### config.mk
export PLATFORM = sky130hd
export DESIGN_NAME = gpio_edge_status
export DESIGN_NICKNAME = d
export VERILOG_FILES = /design/src/rtl/gpio_evt_pkg.sv /design/src/rtl/gpio_sync.sv /design/src/rtl/gpio_edge_det.sv /design/src/rtl/gpio_status_reg.sv /design/src/rtl/gpio_edge_status.sv
export SDC_FILE = /design/constraint.sdc
export NUM_CORES = 1
export LEC_CHECK = 0
export ABC_AREA = 1
export BUFFER_PORTS_ARGS = -buffer_cell sky130_fd_sc_hd__buf_2
export CELL_PAD_IN_SITES_DETAIL_PLACEMENT = 0
export CELL_PAD_IN_SITES_GLOBAL_PLACEMENT = 2
export CORE_UTILIZATION = 30
export DETAILED_ROUTE_END_ITERATION = 10
export GPL_ROUTABILITY_DRIVEN = 0
export PLACE_DENSITY = 0.76
export SYNTH_ARGS = -nofsm -noshare
export SYNTH_HDL_FRONTEND = slang
export SYNTH_SLANG_ARGS = --single-unit
### constraint.sdc
create_clock -name clk -period 1.13 [get_ports clk]
set_clock_uncertainty 0.1 [all_clocks]
set_input_delay 0.113 -clock clk [delete_from_list [all_inputs] [get_ports clk]]
set_output_delay 0.113 -clock clk [all_outputs]
set_load 0.03 [all_outputs]
### src/rtl/gpio_evt_pkg.sv
package gpio_evt_pkg;
  localparam int ADDR_W = 3;
  localparam int DATA_W = 32;

  typedef enum logic [ADDR_W-1:0] {
    SEL_EN   = 3'd0,
    SEL_DIR  = 3'd1,
    SEL_RISE = 3'd2,
    SEL_FALL = 3'd3,
    SEL_SMI  = 3'd4,
    SEL_STAT = 3'd5
  } reg_sel_e;
endpackage

### src/rtl/gpio_sync.sv
module gpio_sync #(
  parameter int W = 6
) (
  input  logic         clk,
  input  logic         rst_n,
  input  logic [W-1:0] d,
  output logic [W-1:0] q
);
  logic [W-1:0] meta_q;

  always_ff @(posedge clk or negedge rst_n) begin
    if (!rst_n) begin
      meta_q <= '0;
      q      <= '0;
    end else begin
      meta_q <= d;
      q      <= meta_q;
    end
  end
endmodule

### src/rtl/gpio_edge_det.sv
module gpio_edge_det #(
  parameter int W = 6
) (
  input  logic         clk,
  input  logic         rst_n,
  input  logic [W-1:0] level,
  input  logic [W-1:0] gpio_en,
  input  logic [W-1:0] is_out,
  input  logic [W-1:0] rise_en,
  input  logic [W-1:0] fall_en,
  output logic [W-1:0] hit
);
  logic [W-1:0] prev_q;

  always_ff @(posedge clk or negedge rst_n) begin
    if (!rst_n) prev_q <= '0;
    else        prev_q <= level;
  end

  // One qualifier per pin
  for (genvar i = 0; i < W; i++) begin : g_pin
    logic up, down;
    assign up     = level[i] & ~prev_q[i];
    assign down   = ~level[i] & prev_q[i];
    assign hit[i] = gpio_en[i] & ~is_out[i] &
                    ((up & rise_en[i]) | (down & fall_en[i]));
  end
endmodule

### src/rtl/gpio_status_reg.sv
module gpio_status_reg #(
  parameter int W = 6
) (
  input  logic         clk,
  input  logic         rst_n,
  input  logic [W-1:0] set,
  input  logic [W-1:0] clr,
  output logic [W-1:0] status
);
  logic [W-1:0] status_d;

  // A new event outranks a clear on the same edge
  always_comb status_d = (status & ~clr) | set;

  always_ff @(posedge clk or negedge rst_n) begin
    if (!rst_n) status <= '0;
    else        status <= status_d;
  end
endmodule

### src/rtl/gpio_edge_status.sv
module gpio_edge_status
  import gpio_evt_pkg::*;
#(
  parameter int               NPINS    = 6,
  parameter logic [NPINS-1:0] EN_RESET = '1
) (
  input  logic                clk,
  input  logic                rst_n,
  input  logic                wr_en,
  input  logic                rd_en,
  input  logic [ADDR_W-1:0]   addr,
  input  logic [DATA_W-1:0]   wdata,
  output logic [DATA_W-1:0]   rdata,
  input  logic [NPINS-1:0]    pins_in,
  output logic                smi_req
);
  reg_sel_e sel;
  assign sel = reg_sel_e'(addr);

  logic [NPINS-1:0] en_q, dir_q, rise_q, fall_q, smi_q;
  logic [NPINS-1:0] wbits, level, hit, clr, status_q;
  logic             ce_en, ce_dir, ce_rise, ce_fall, ce_smi;
  logic [DATA_W-1:0] rdata_d;

  assign wbits   = wdata[NPINS-1:0];
  assign ce_en   = wr_en && (sel == SEL_EN);
  assign ce_dir  = wr_en && (sel == SEL_DIR);
  assign ce_rise = wr_en && (sel == SEL_RISE);
  assign ce_fall = wr_en && (sel == SEL_FALL);
  assign ce_smi  = wr_en && (sel == SEL_SMI);
  assign clr     = (wr_en && (sel == SEL_STAT)) ? wbits : '0;

  always_ff @(posedge clk or negedge rst_n) begin
    if (!rst_n) begin
      en_q   <= EN_RESET;
      dir_q  <= '0;
      rise_q <= '0;
      fall_q <= '0;
      smi_q  <= '0;
    end else begin
      if (ce_en)   en_q   <= wbits;
      if (ce_dir)  dir_q  <= wbits;
      if (ce_rise) rise_q <= wbits;
      if (ce_fall) fall_q <= wbits;
      if (ce_smi)  smi_q  <= wbits;
    end
  end

  gpio_sync #(.W(NPINS)) u_sync (
    .clk(clk), .rst_n(rst_n), .d(pins_in), .q(level)
  );

  gpio_edge_det #(.W(NPINS)) u_edge (
    .clk(clk), .rst_n(rst_n), .level(level), .gpio_en(en_q),
    .is_out(dir_q), .rise_en(rise_q), .fall_en(fall_q), .hit(hit)
  );

  gpio_status_reg #(.W(NPINS)) u_stat (
    .clk(clk), .rst_n(rst_n), .set(hit), .clr(clr), .status(status_q)
  );

  assign smi_req = |(status_q & smi_q);

  always_comb begin
    rdata_d = '0;
    case (sel)
      SEL_EN:   rdata_d[NPINS-1:0] = en_q;
      SEL_DIR:  rdata_d[NPINS-1:0] = dir_q;
      SEL_RISE: rdata_d[NPINS-1:0] = rise_q;
      SEL_FALL: rdata_d[NPINS-1:0] = fall_q;
      SEL_SMI:  rdata_d[NPINS-1:0] = smi_q;
      SEL_STAT: rdata_d[NPINS-1:0] = status_q;
      default:  rdata_d = '0;
    endcase
  end

  always_ff @(posedge clk or negedge rst_n) begin
    if (!rst_n)     rdata <= '0;
    else if (rd_en) rdata <= rdata_d;
  end
endmodule

==> impl_metrics.csv, run 1 <==
group,metric,value,unit
yosys,synth_top_area_share,48.60,%
critical_path,max_stage_delay,0.37,ns
floorplan,die_y,98.27,um
cells_and_area,num_antenna_cells,0,
detailed_routing,first_pass_iters,6,
critical_path,worstPathArrival,1.33,ns
sta,max_freq,648.6,MHz
floorplan,rows,34,
clocking,h-tree-depth,3,
detailed_routing,vias,2225,
placed_design,dp_worst_setup_slack,-0.1102,ns
yosys,synth_edf_count,0,
placed_design,hpwl,4909,um
yosys,yosysSeqAreaShare,54.28,%
power,peakVddDrop,0.7462,mV
clocking,clkSinkCount,60,
global_routing,grt_pass1_vias,2139,
cells_and_area,layout.nets,424,
sta,fin_ws,-0.4119,ns
floorplan,die_x,98.27,um
clocking,cts.path.max_buffers,2,
job,drv_cap,0,
clocking,cts_tree,"yes",
detailed_routing,postRouteAntennaNets,0,
hold_path,min_from,"wdata[3]",
critical_path,r2r_start,"u_stat.status[4]",
outcome,status,"finished, violations left",
cells_and_area,final_area,3497,um2
yosys,ys_top_cells_by_area,"dfrtp_1 (49%), nand2_1 (7.7%), buf_4 (7.6%)",
yosys,synth.most_common_cell,"nand2_1",
floorplan,fp.dieArea,9656,um2
outcome,violations,"negative setup slack",
critical_path,end_kind,"output pin",
yosys,netlist_instances,307,
critical_path,worstPathCellList,"a22o_1 -> a21oi_1 -> nand2_1 -> buf_6",
critical_path,crit_slowest_cell,"dfrtp_1",
hold_path,min_delay_path_depth,3,
floorplan,core-area,8848,um2
sta,finalHoldViolations,0,
yosys,synth_largest_area_cell,"dfrtp_1",
yosys,yosysWarningCount,0,
clocking,cts_root_buffer,"clkbuf_8",
sta,rsz0062_at_grt,"true",
cells_and_area,fillers,913,
critical_path,cp-start-kind,"register",
detailed_routing,first_iter_violations,99,
hold_path,min_to,"rise_q[3]",
clocking,cts.clk_slew.worst_paths,0.07,ns
floorplan,initial_utilization,31.42,%
yosys,avgSynthCellArea,9.056,um2
placed_design,postPlaceCellArea,3159,um2
detailed_routing,routed_wl,6806,um
critical_path,worstSetupPathType,"register to output pin",
cells_and_area,drive_above_1_share,26.04,%
detailed_routing,vias_per_cell,4.522,
critical_path,path_buf_inv,1,
critical_path,rrSetupSlack,0.01,ns
clocking,clk_latency,0.34,ns
clocking,cts_made_buffers,9,
detailed_routing,drc_errors,0,
sta,setup_viol,1,
critical_path,reg2regPathDepth,6,
cells_and_area,area_growth,25.79,%
power,p_leak,1.722,nW
yosys,ys.flop_type,"dfrtp_1",
critical_path,cp.required,0.92,ns
floorplan,top_level_ports,78,
critical_path,crit_fanout,2,
global_routing,grt_overflow,0,
sta,period_share,136.4,%
critical_path,regToRegEndpoint,"rdata[4]",
global_routing,grt_max_degree,42,
critical_path,crit_family,"compound AO/OA/AOI/OAI gates",
global_routing,grtUsageTotal,15.06,%
yosys,syn-cell-area,2780,um2
sta,tns,-0.4119,ns
global_routing,grt_pass1_wl,10840,um
sta,fin_crit,1.542,ns
global_routing,antenna_found_initial,0,
hold_path,hp-class,"input pin to register",
sta,maxSlewViolCount,0,
yosys,async_flop_share,100.0,%
placed_design,io_buffers,25,
power,power_density,1711,nW/um2
yosys,synth_common_cells,"nand2_1 (57), dfrtp_1 (54), buf_4 (28), nand3_1 (28), o21ai_0 (27)",
yosys,ys_types,25,
detailed_routing,routedWlPerCell,13.83,um
yosys,ys_seq_elements,60,
## timing repair
item | in CTS | in global routing
resized for setup | 5 | 7
setup buffers | 3 | 2
hold buffers | 7 | 0
pin swaps | 2 | 0
endpoints found under the hold margin | 66 | 0
setup endpoints to repair | 3 | 7
## worst reg2reg max path, cell delays in order, from the launching register on
cell	delay, ns
dfrtp_1	0.37
buf_4	0.13
buf_4	0.12
nand4_1	0.08
nand2_1	0.06
nor2_1	0.08
a21oi_1	0.07
## report_power, final
group | total [W] | switching, W | internal, W
sequential | 0.00275 | 0.000231 | 0.00252
clock | 0.00198 | 0.000849 | 0.00113
combinational | 0.00126 | 0.000713 | 0.000542
total | 0.00598 | 0.00179 | 0.00419
## how the worst max path moves through the flow
stage | from | end | slack, ns | depth (start not counted)
floorplan | smi_q[4] | smi_req | 0.03 | 3
global placement | addr[1] | fall_q[1] | -0.12 | 7
detailed placement | addr[1] | fall_q[0] | -0.11 | 7
CTS | u_stat.status[4] | smi_req | -0.44 | 4
global route | u_stat.status[4] | smi_req | -0.48 | 4
finish | u_stat.status[4] | smi_req | -0.41 | 4
## layout by cell type (no fill, tap or decap)
master / instances
clkinvlp_4: 1
conb_1: 26
clkbuf_8: 11
o21ai_0: 27
nand2_1: 57
a21o_1: 1
buf_2: 19
nand3b_1: 1
bufinv_16: 1
nor2_1: 24
buf_6: 2
o31ai_2: 1
nor2_4: 2
dlygate4sd3_1: 7
a21oi_1: 13
nand4_1: 9
o21ai_2: 6
inv_2: 2
o21ai_1: 6
a22o_1: 2
buf_4: 45
o31ai_1: 3
clkbuf_1: 1
clkinv_2: 2
nand3_1: 28
inv_1: 21
buf_12: 1
dfstp_2: 6
nand3_4: 1
dfrtp_1: 54
a21boi_0: 4
## sequential cells by signal, summed over array words and instances, names as in the netlist
register,flops
dir_q,6
en_q,6
fall_q,6
rdata,6
rise_q,6
smi_q,6
u_edge.prev_q,6
u_stat.status,6
u_sync.meta_q,6
u_sync.q,6
## final cells by class
| class | count | area, um2 | area share, % |
|---|---|---|---|
| inverters | 23 | 86.33 | 2.469 |
| repair buffers | 74 | 545.5 | 15.60 |
| multi-input cells | 211 | 1018 | 29.12 |
| clock buffers | 12 | 155.1 | 4.437 |
| well taps | 108 | 135.1 | 3.864 |
| flip-flops and latches | 60 | 1509 | 43.15 |
| clock inverters | 4 | 47.55 | 1.360 |
## metal layers
metal | vias up | wire, um | GRT usage (%)
li1 | 1113 | - | -
met1 | 1049 | 3064 | 19.41
met2 | 54 | 3223 | 23.62
met3 | 9 | 370 | 3.364
met4 | 0 | 148 | 8.037
met5 | - | 0 | 0
## kinds of logic (layout without fill, tap and decap cells)
| kind of cell | after synthesis | after routing | share of synthesized area, % |
|---|---|---|---|
| buf+inv | 61 | 113 | 12.65 |
| simple gates | 122 | 122 | 19.71 |
| flops | 60 | 60 | 54.28 |
| other cells | 1 | 26 | 0.1349 |
| compound gates | 63 | 63 | 13.23 |
## stage by stage
step	total power, W	instances	util, %	hold slack, ns
5_1_grt	0.006306	492	39.52	0.02527
4_1_cts	0.006024	490	39.21	0.008919
3_5_place_dp	0.003944	464	35.70	0.02307
3_3_place_gp	0.003918	464	35.70	0.02179
6_report	0.005984	492	39.52	0.007933
2_1_floorplan	0.003512	332	-	-0.2826
Note: power is estimated with default switching activity, not from simulation.
==> inputs of run 2 (changes only) <==
Settings changed: CELL_PAD_IN_SITES_DETAIL_PLACEMENT 0 to unset, CELL_PAD_IN_SITES_GLOBAL_PLACEMENT 2 to unset, CORE_UTILIZATION 30 to 52, PLACE_DENSITY 0.76 to 0.78.
Clock period 1.13 ns to 1.7 ns, I/O delays scaled along.
==> run 2 against run 1 <==
Compared with the run above:
- the flow now finishes without violations
- largest cell class unchanged
- clock-buffer cell count decreased by 2
- clock power decreased by 32%
- core utilization increased by 23 points
- register-to-register slack gained 0.65 ns
- cell area is 8.1% lower
- sequential power down 33%
- critical path depth is the same
- sequential cell count stayed put
- critical path type unchanged
==> impl_metrics.csv, run 2 (synthesized netlist as in run 1, its figures left out) <==
group,metric,value,unit
critical_path,worstPathCellList,"a22o_1 -> a21oi_1 -> nand2_1 -> buf_4",
critical_path,max_stage_delay,0.40,ns
critical_path,cp-start-kind,"register",
clocking,clk_latency,0.34,ns
hold_path,min_delay_path_depth,3,
critical_path,cp-startpoint,"smi_q[3]",
critical_path,rrSetupSlack,0.66,ns
placed_design,io_buffers,25,
power,power_density,1201,nW/um2
global_routing,grt_overflow,0,
cells_and_area,final_util,62.51,%
detailed_routing,first_iter_violations,161,
hold_path,min_to,"rise_q[0]",
cells_and_area,layout_commonest_cell,"nand2_1",
hold_path,min_from,"wdata[0]",
clocking,clkSinkCount,60,
floorplan,top_level_ports,78,
floorplan,die_x,75.12,um
power,power,0.003859,W
sta,setup_viol,0,
global_routing,antenna_found_initial,0,
cells_and_area,fillers,455,
clocking,cts_tree,"yes",
global_routing,grt_pass1_vias,2005,
sta,period_share,95.60,%
cells_and_area,drive_above_1_share,19.77,%
cells_and_area,area_growth,15.57,%
placed_design,hpwl,3784,um
sta,fin_crit,1.625,ns
sta,finalHoldViolations,0,
sta,max_freq,615.3,MHz
detailed_routing,first_pass_iters,4,
critical_path,cp.required,1.43,ns
power,p_clk_share,34.9,%
critical_path,crit_fanout,3,
power,seq_power_share,47.9,%
cells_and_area,fin_cells,424,
outcome,status,"complete, no violations",
global_routing,grt_max_degree,61,
critical_path,regToRegEndpoint,"rdata[1]",
clocking,cts.clk_slew.worst_paths,0.07,ns
power,combPwrFrac,17.2,%
cells_and_area,final_cell_mix,"nand2_1 (57), dfrtp_1 (54), nand3_1 (28), o21ai_0 (27), conb_1 (26)",
job,drv_cap,0,
critical_path,reg2regPathDepth,4,
power,switchingPower,0.001134,W
floorplan,rows,26,
critical_path,r2r_start,"en_q[1]",
critical_path,end_kind,"output pin",
critical_path,crit_slowest_cell,"dfrtp_1",
floorplan,fp.dieArea,5643,um2
global_routing,grt_pass1_wl,9584,um
sta,tightestPinTransition,0.5003,ns
clocking,cts_setup_buffers,0,
global_routing,grtUsageTotal,24.08,%
floorplan,die_y,75.12,um
floorplan,initial_utilization,54.09,%
detailed_routing,vias_per_cell,5.104,
clocking,cts.path.max_buffers,2,
clocking,cts_root_buffer,"clkbuf_8",
critical_path,worstPathArrival,1.36,ns
power,p_leak,1.577,nW
detailed_routing,routed_wl,5623,um
power,swShare,29.39,%
power,intPower,0.002725,W
detailed_routing,drc_errors,0,
detailed_routing,postRouteAntennaNets,0,
detailed_routing,vias,2164,
sta,slew_headroom,66.55,%
clocking,h-tree-depth,3,
placed_design,place_inst,402,
cells_and_area,num_antenna_cells,0,
floorplan,core-area,5140,um2
critical_path,worstSetupPathType,"register to output pin",
detailed_routing,routedWlPerCell,13.26,um
sta,maxSlewViolCount,0,
hold_path,hp-class,"input pin to register",
clocking,cts_made_buffers,9,
power,peakVddDrop,0.5920,mV
cells_and_area,layout.nets,395,
## run 2: final cells by class
class                      count  area, um2  share of cell area (%)
inverter                      23      86.33                   2.687
tap                           70      87.58                   2.726
timing repair buffer          45      307.8                   9.579
clock inverter                 5      77.57                   2.414
clock buffer                  10      127.6                   3.972
multi-input combinational    211       1017                   31.66
sequential                    60       1509                   46.96
## run 2: per-layer routing
layer | GRT usage (%) | up-vias | part of all wire (%)
li1 | - | 1043 | -
met1 | 32.92 | 1038 | 45
met2 | 35.14 | 69 | 46
met3 | 7.363 | 14 | 6.1
met4 | 11.53 | 0 | 2.6
met5 | 0 | - | 0
## run 2: stage by stage
step                       TNS (ns)  setup slack (ns)  hold slack (ns)  cell area [um2]
final                             0           0.07483          0.05325             3213
after CTS                         0           0.05866          0.04251             3207
after global placement            0            0.1823          0.09410             2932
after floorplan                   0            0.5427          -0.2256             2874
after detailed placement          0            0.1349          0.09899             2932
after global routing      -0.002213         -0.002213          0.07845             3213
## run 2: timing repair
action / 4_1_cts / 5_1_grt
setup endpoints to repair: 0 / 1
gates resized for setup: 0 / 3
endpoints found under the hold margin: 64 / 0
hold buffers: 7 / 0
## run 2: how the worst max path moves through the flow
stage                         end  slack, ns  cells after the start
final                     smi_req       0.07                      4
after detailed placement  en_q[3]       0.13                      4
after global placement    en_q[1]       0.18                      4
after floorplan           smi_req       0.54                      3
after global routing      smi_req     -0.002                      4
after CTS                 smi_req       0.06                      4
## run 2: power groups by stage
stage                     Combinational (W)  Clock (W)  Sequential (W)
after floorplan                    0.000479          0         0.00186
after CTS                          0.000656    0.00138         0.00184
after detailed placement           0.000642          0         0.00186
final                              0.000664    0.00135         0.00185
after global placement             0.000622          0         0.00186
after global routing               0.000753    0.00144         0.00188
## run 2: worst max-delay path: cells and delay by family (launching register included)
family | cells | cell delay [ns]
AOI/OAI and AO/OA | 2 | 0.34
buffers and inverters | 1 | 0.17
DFF | 1 | 0.40
and+or+nand+nor | 1 | 0.09
==> inputs of run 3 (changes only) <==
Settings changed: ABC_AREA 1 to unset.
==> run 3 against run 2 <==
Compared with the run above:
- worst setup slack improved by 0.048 ns
- non-clock buffer count fell by 1
- synthesized area fell by 1.3%
- synthesized cell count fell by 29%
- power rose by 3.8%
- combinational power rose by 22%
- first-iteration DRC count fell by 47%
- clock power fell by 6%
- sequential cell count did not move
- global-route usage fell by 2.8 points
- cell area fell by 1.3%
- largest cell class unchanged
- largest power group unchanged
- highest routed layer unchanged
==> impl_metrics.csv, run 3 <==
group,metric,value,unit
detailed_routing,first_pass_iters,4,
power,p_clk_share,31.6,%
critical_path,worstSetupPathType,"register to output pin",
global_routing,grt_max_degree,23,
critical_path,crit_fanout,3,
sta,period_share,92.80,%
hold_path,min_to,"dir_q[1]",
critical_path,reg2regPathDepth,3,
critical_path,cp-start-kind,"register",
cells_and_area,layout.nets,307,
yosys,synth_top_family_by_area,"multiplexers",
hold_path,min_from,"wdata[1]",
yosys,synth_edf_count,0,
power,peakVddDrop,0.8106,mV
placed_design,io_buffers,25,
detailed_routing,routedWlPerCell,14.56,um
cells_and_area,layout_commonest_cell,"dfrtp_1",
yosys,synth_common_cells,"dfrtp_1 (54), mux2_2 (37), buf_4 (26)",
sta,fin_hold_ws,0.02016,ns
hold_path,min_delay_path_depth,3,
yosys,netlist_instances,218,
power,combPwrFrac,20.3,%
detailed_routing,drc_errors,0,
detailed_routing,vias_per_cell,5.145,
sta,setup_viol,0,
clocking,cts.clk_slew.worst_paths,0.07,ns
clocking,cts_made_buffers,9,
power,swShare,30.00,%
critical_path,r2r_start,"u_stat.status[1]",
yosys,ys_types,31,
clocking,cts_tree,"yes",
detailed_routing,routed_wl,4908,um
yosys,syn-cell-area,2744,um2
floorplan,die_y,74.64,um
clocking,cts.hold.buffers_added,8,
outcome,status,"complete, no violations",
power,seq_power_share,48.1,%
yosys,ys.flop_type,"dfrtp_1",
power,switchingPower,0.001202,W
power,power_density,1263,nW/um2
sta,tightestPinTransition,0.5052,ns
yosys,synth-adder-area-share,0,%
cells_and_area,fin_cells,337,
sta,rsz0062_at_grt,"false",
global_routing,grtUsageTotal,21.30,%
detailed_routing,vias,1734,
placed_design,hpwl,3493,um
yosys,synth-simple-area-share,9.166,%
cells_and_area,drive_above_1_share,36.70,%
yosys,synth_largest_area_cell,"dfrtp_1",
yosys,yosysSeqAreaShare,54.99,%
clocking,cts.path.max_buffers,2,
power,power,0.004006,W
global_routing,grt_pass1_wl,8169,um
cells_and_area,final_cell_mix,"dfrtp_1 (54), mux2_2 (37), conb_1 (26), buf_2 (25), nand2_1 (19)",
power,p_leak,1.407,nW
critical_path,worstPathArrival,1.31,ns
job,drv_cap,0,
detailed_routing,postRouteAntennaNets,0,
critical_path,cp.required,1.43,ns
sta,tns,0,ns
cells_and_area,final_util,62.10,%
placed_design,place_inst,313,
global_routing,grt_overflow,0,
yosys,avgSynthCellArea,12.59,um2
cells_and_area,area_growth,15.59,%
yosys,synthXorXnorAreaFrac,0,%
sta,fin_crit,1.578,ns
detailed_routing,first_iter_violations,86,
cells_and_area,num_antenna_cells,0,
clocking,cts_root_buffer,"clkbuf_8",
floorplan,rows,26,
critical_path,rrSetupSlack,0.26,ns
cells_and_area,fillers,436,
yosys,synth_top_area_share,49.25,%
floorplan,fp.dieArea,5571,um2
floorplan,die_x,74.64,um
floorplan,core-area,5107,um2
critical_path,end_kind,"output pin",
yosys,yosysWarningCount,0,
sta,maxSlewViolCount,0,
yosys,ys_top_cells_by_area,"dfrtp_1 (49%), mux2_2 (15%), buf_4 (7.1%)",
global_routing,grt_pass1_vias,1685,
floorplan,initial_utilization,53.72,%
yosys,synth_mux_area_share,17.37,%
clocking,h-tree-depth,3,
sta,finalHoldViolations,0,
yosys,synth.most_common_cell,"dfrtp_1",
clocking,clk_latency,0.34,ns
critical_path,regToRegEndpoint,"rdata[1]",
power,intPower,0.002804,W
floorplan,top_level_ports,78,
clocking,clkSinkCount,60,
global_routing,antenna_found_initial,0,
hold_path,hp-class,"input pin to register",
yosys,synth-compound-area-share,7.843,%
clocking,cts.repair.resized,0,
yosys,async_flop_share,100.0,%
clocking,cts_setup_buffers,0,
sta,max_freq,633.9,MHz
sta,slew_headroom,66.32,%
yosys,ys_seq_elements,60,
[run 3: worst max-delay path by stage]
stage                     startpoint        to  cells after the start
detailed placement           addr[0]  rdata[4]                      5
CTS                 u_stat.status[4]   smi_req                      3
global route        u_stat.status[4]   smi_req                      3
global placement             addr[0]  rdata[4]                      5
floorplan                    addr[2]  rdata[3]                      5
finish              u_stat.status[4]   smi_req                      3
[run 3: power by group through the flow]
stage               logic [W]  clock network, W  registers (W)
finish               0.000813           0.00127        0.00193
global route         0.000896           0.00136        0.00196
CTS                  0.000815           0.00130        0.00192
detailed placement   0.000800                 0        0.00195
global placement     0.000774                 0        0.00194
floorplan            0.000606                 0        0.00193
[run 3: area by class of cell]
| class | instances | area, um2 | area share (%) |
|---|---|---|---|
| Clock buffer | 9 | 123.9 | 3.905 |
| Clock inverter | 7 | 75.07 | 2.367 |
| Inverter | 6 | 22.52 | 0.7101 |
| Multi-Input combinational cell | 141 | 1041 | 32.82 |
| Sequential cell | 60 | 1509 | 47.57 |
| Tap cell | 70 | 87.58 | 2.761 |
| Timing Repair Buffer | 44 | 312.8 | 9.862 |
[run 3: critical path: stages (launching register included)]
cell and delay (ns):
dfrtp_1 0.41, a22oi_1 0.23, nand3_1 0.13, buf_2 0.20
[run 3: cells by family after synthesis]
group / after synthesis
muxes: 40
AOI/OAI and AO/OA: 31
buffers and inverters: 42
other: 1
DFF: 60
and+or+nand+nor: 44
[run 3: metal layers]
| metal | routed length, um | GRT usage, % | vias up |
|---|---|---|---|
| li1 | - | - | 804 |
| met5 | 0 | 0 | - |
| met1 | 2246 | 27.00 | 867 |
| met4 | 122 | 9.853 | 0 |
| met3 | 225 | 7.229 | 11 |
| met2 | 2313 | 33.23 | 52 |
[run 3: through the flow]
step | worst slack (ns) | cell area (um2)
2_1_floorplan | 0.3129 | 2838
3_3_place_gp | 0.06418 | 2893
3_5_place_dp | 0.05946 | 2893
4_1_cts | 0.1288 | 3172
5_1_grt | 0.05556 | 3172
6_report | 0.1224 | 3172
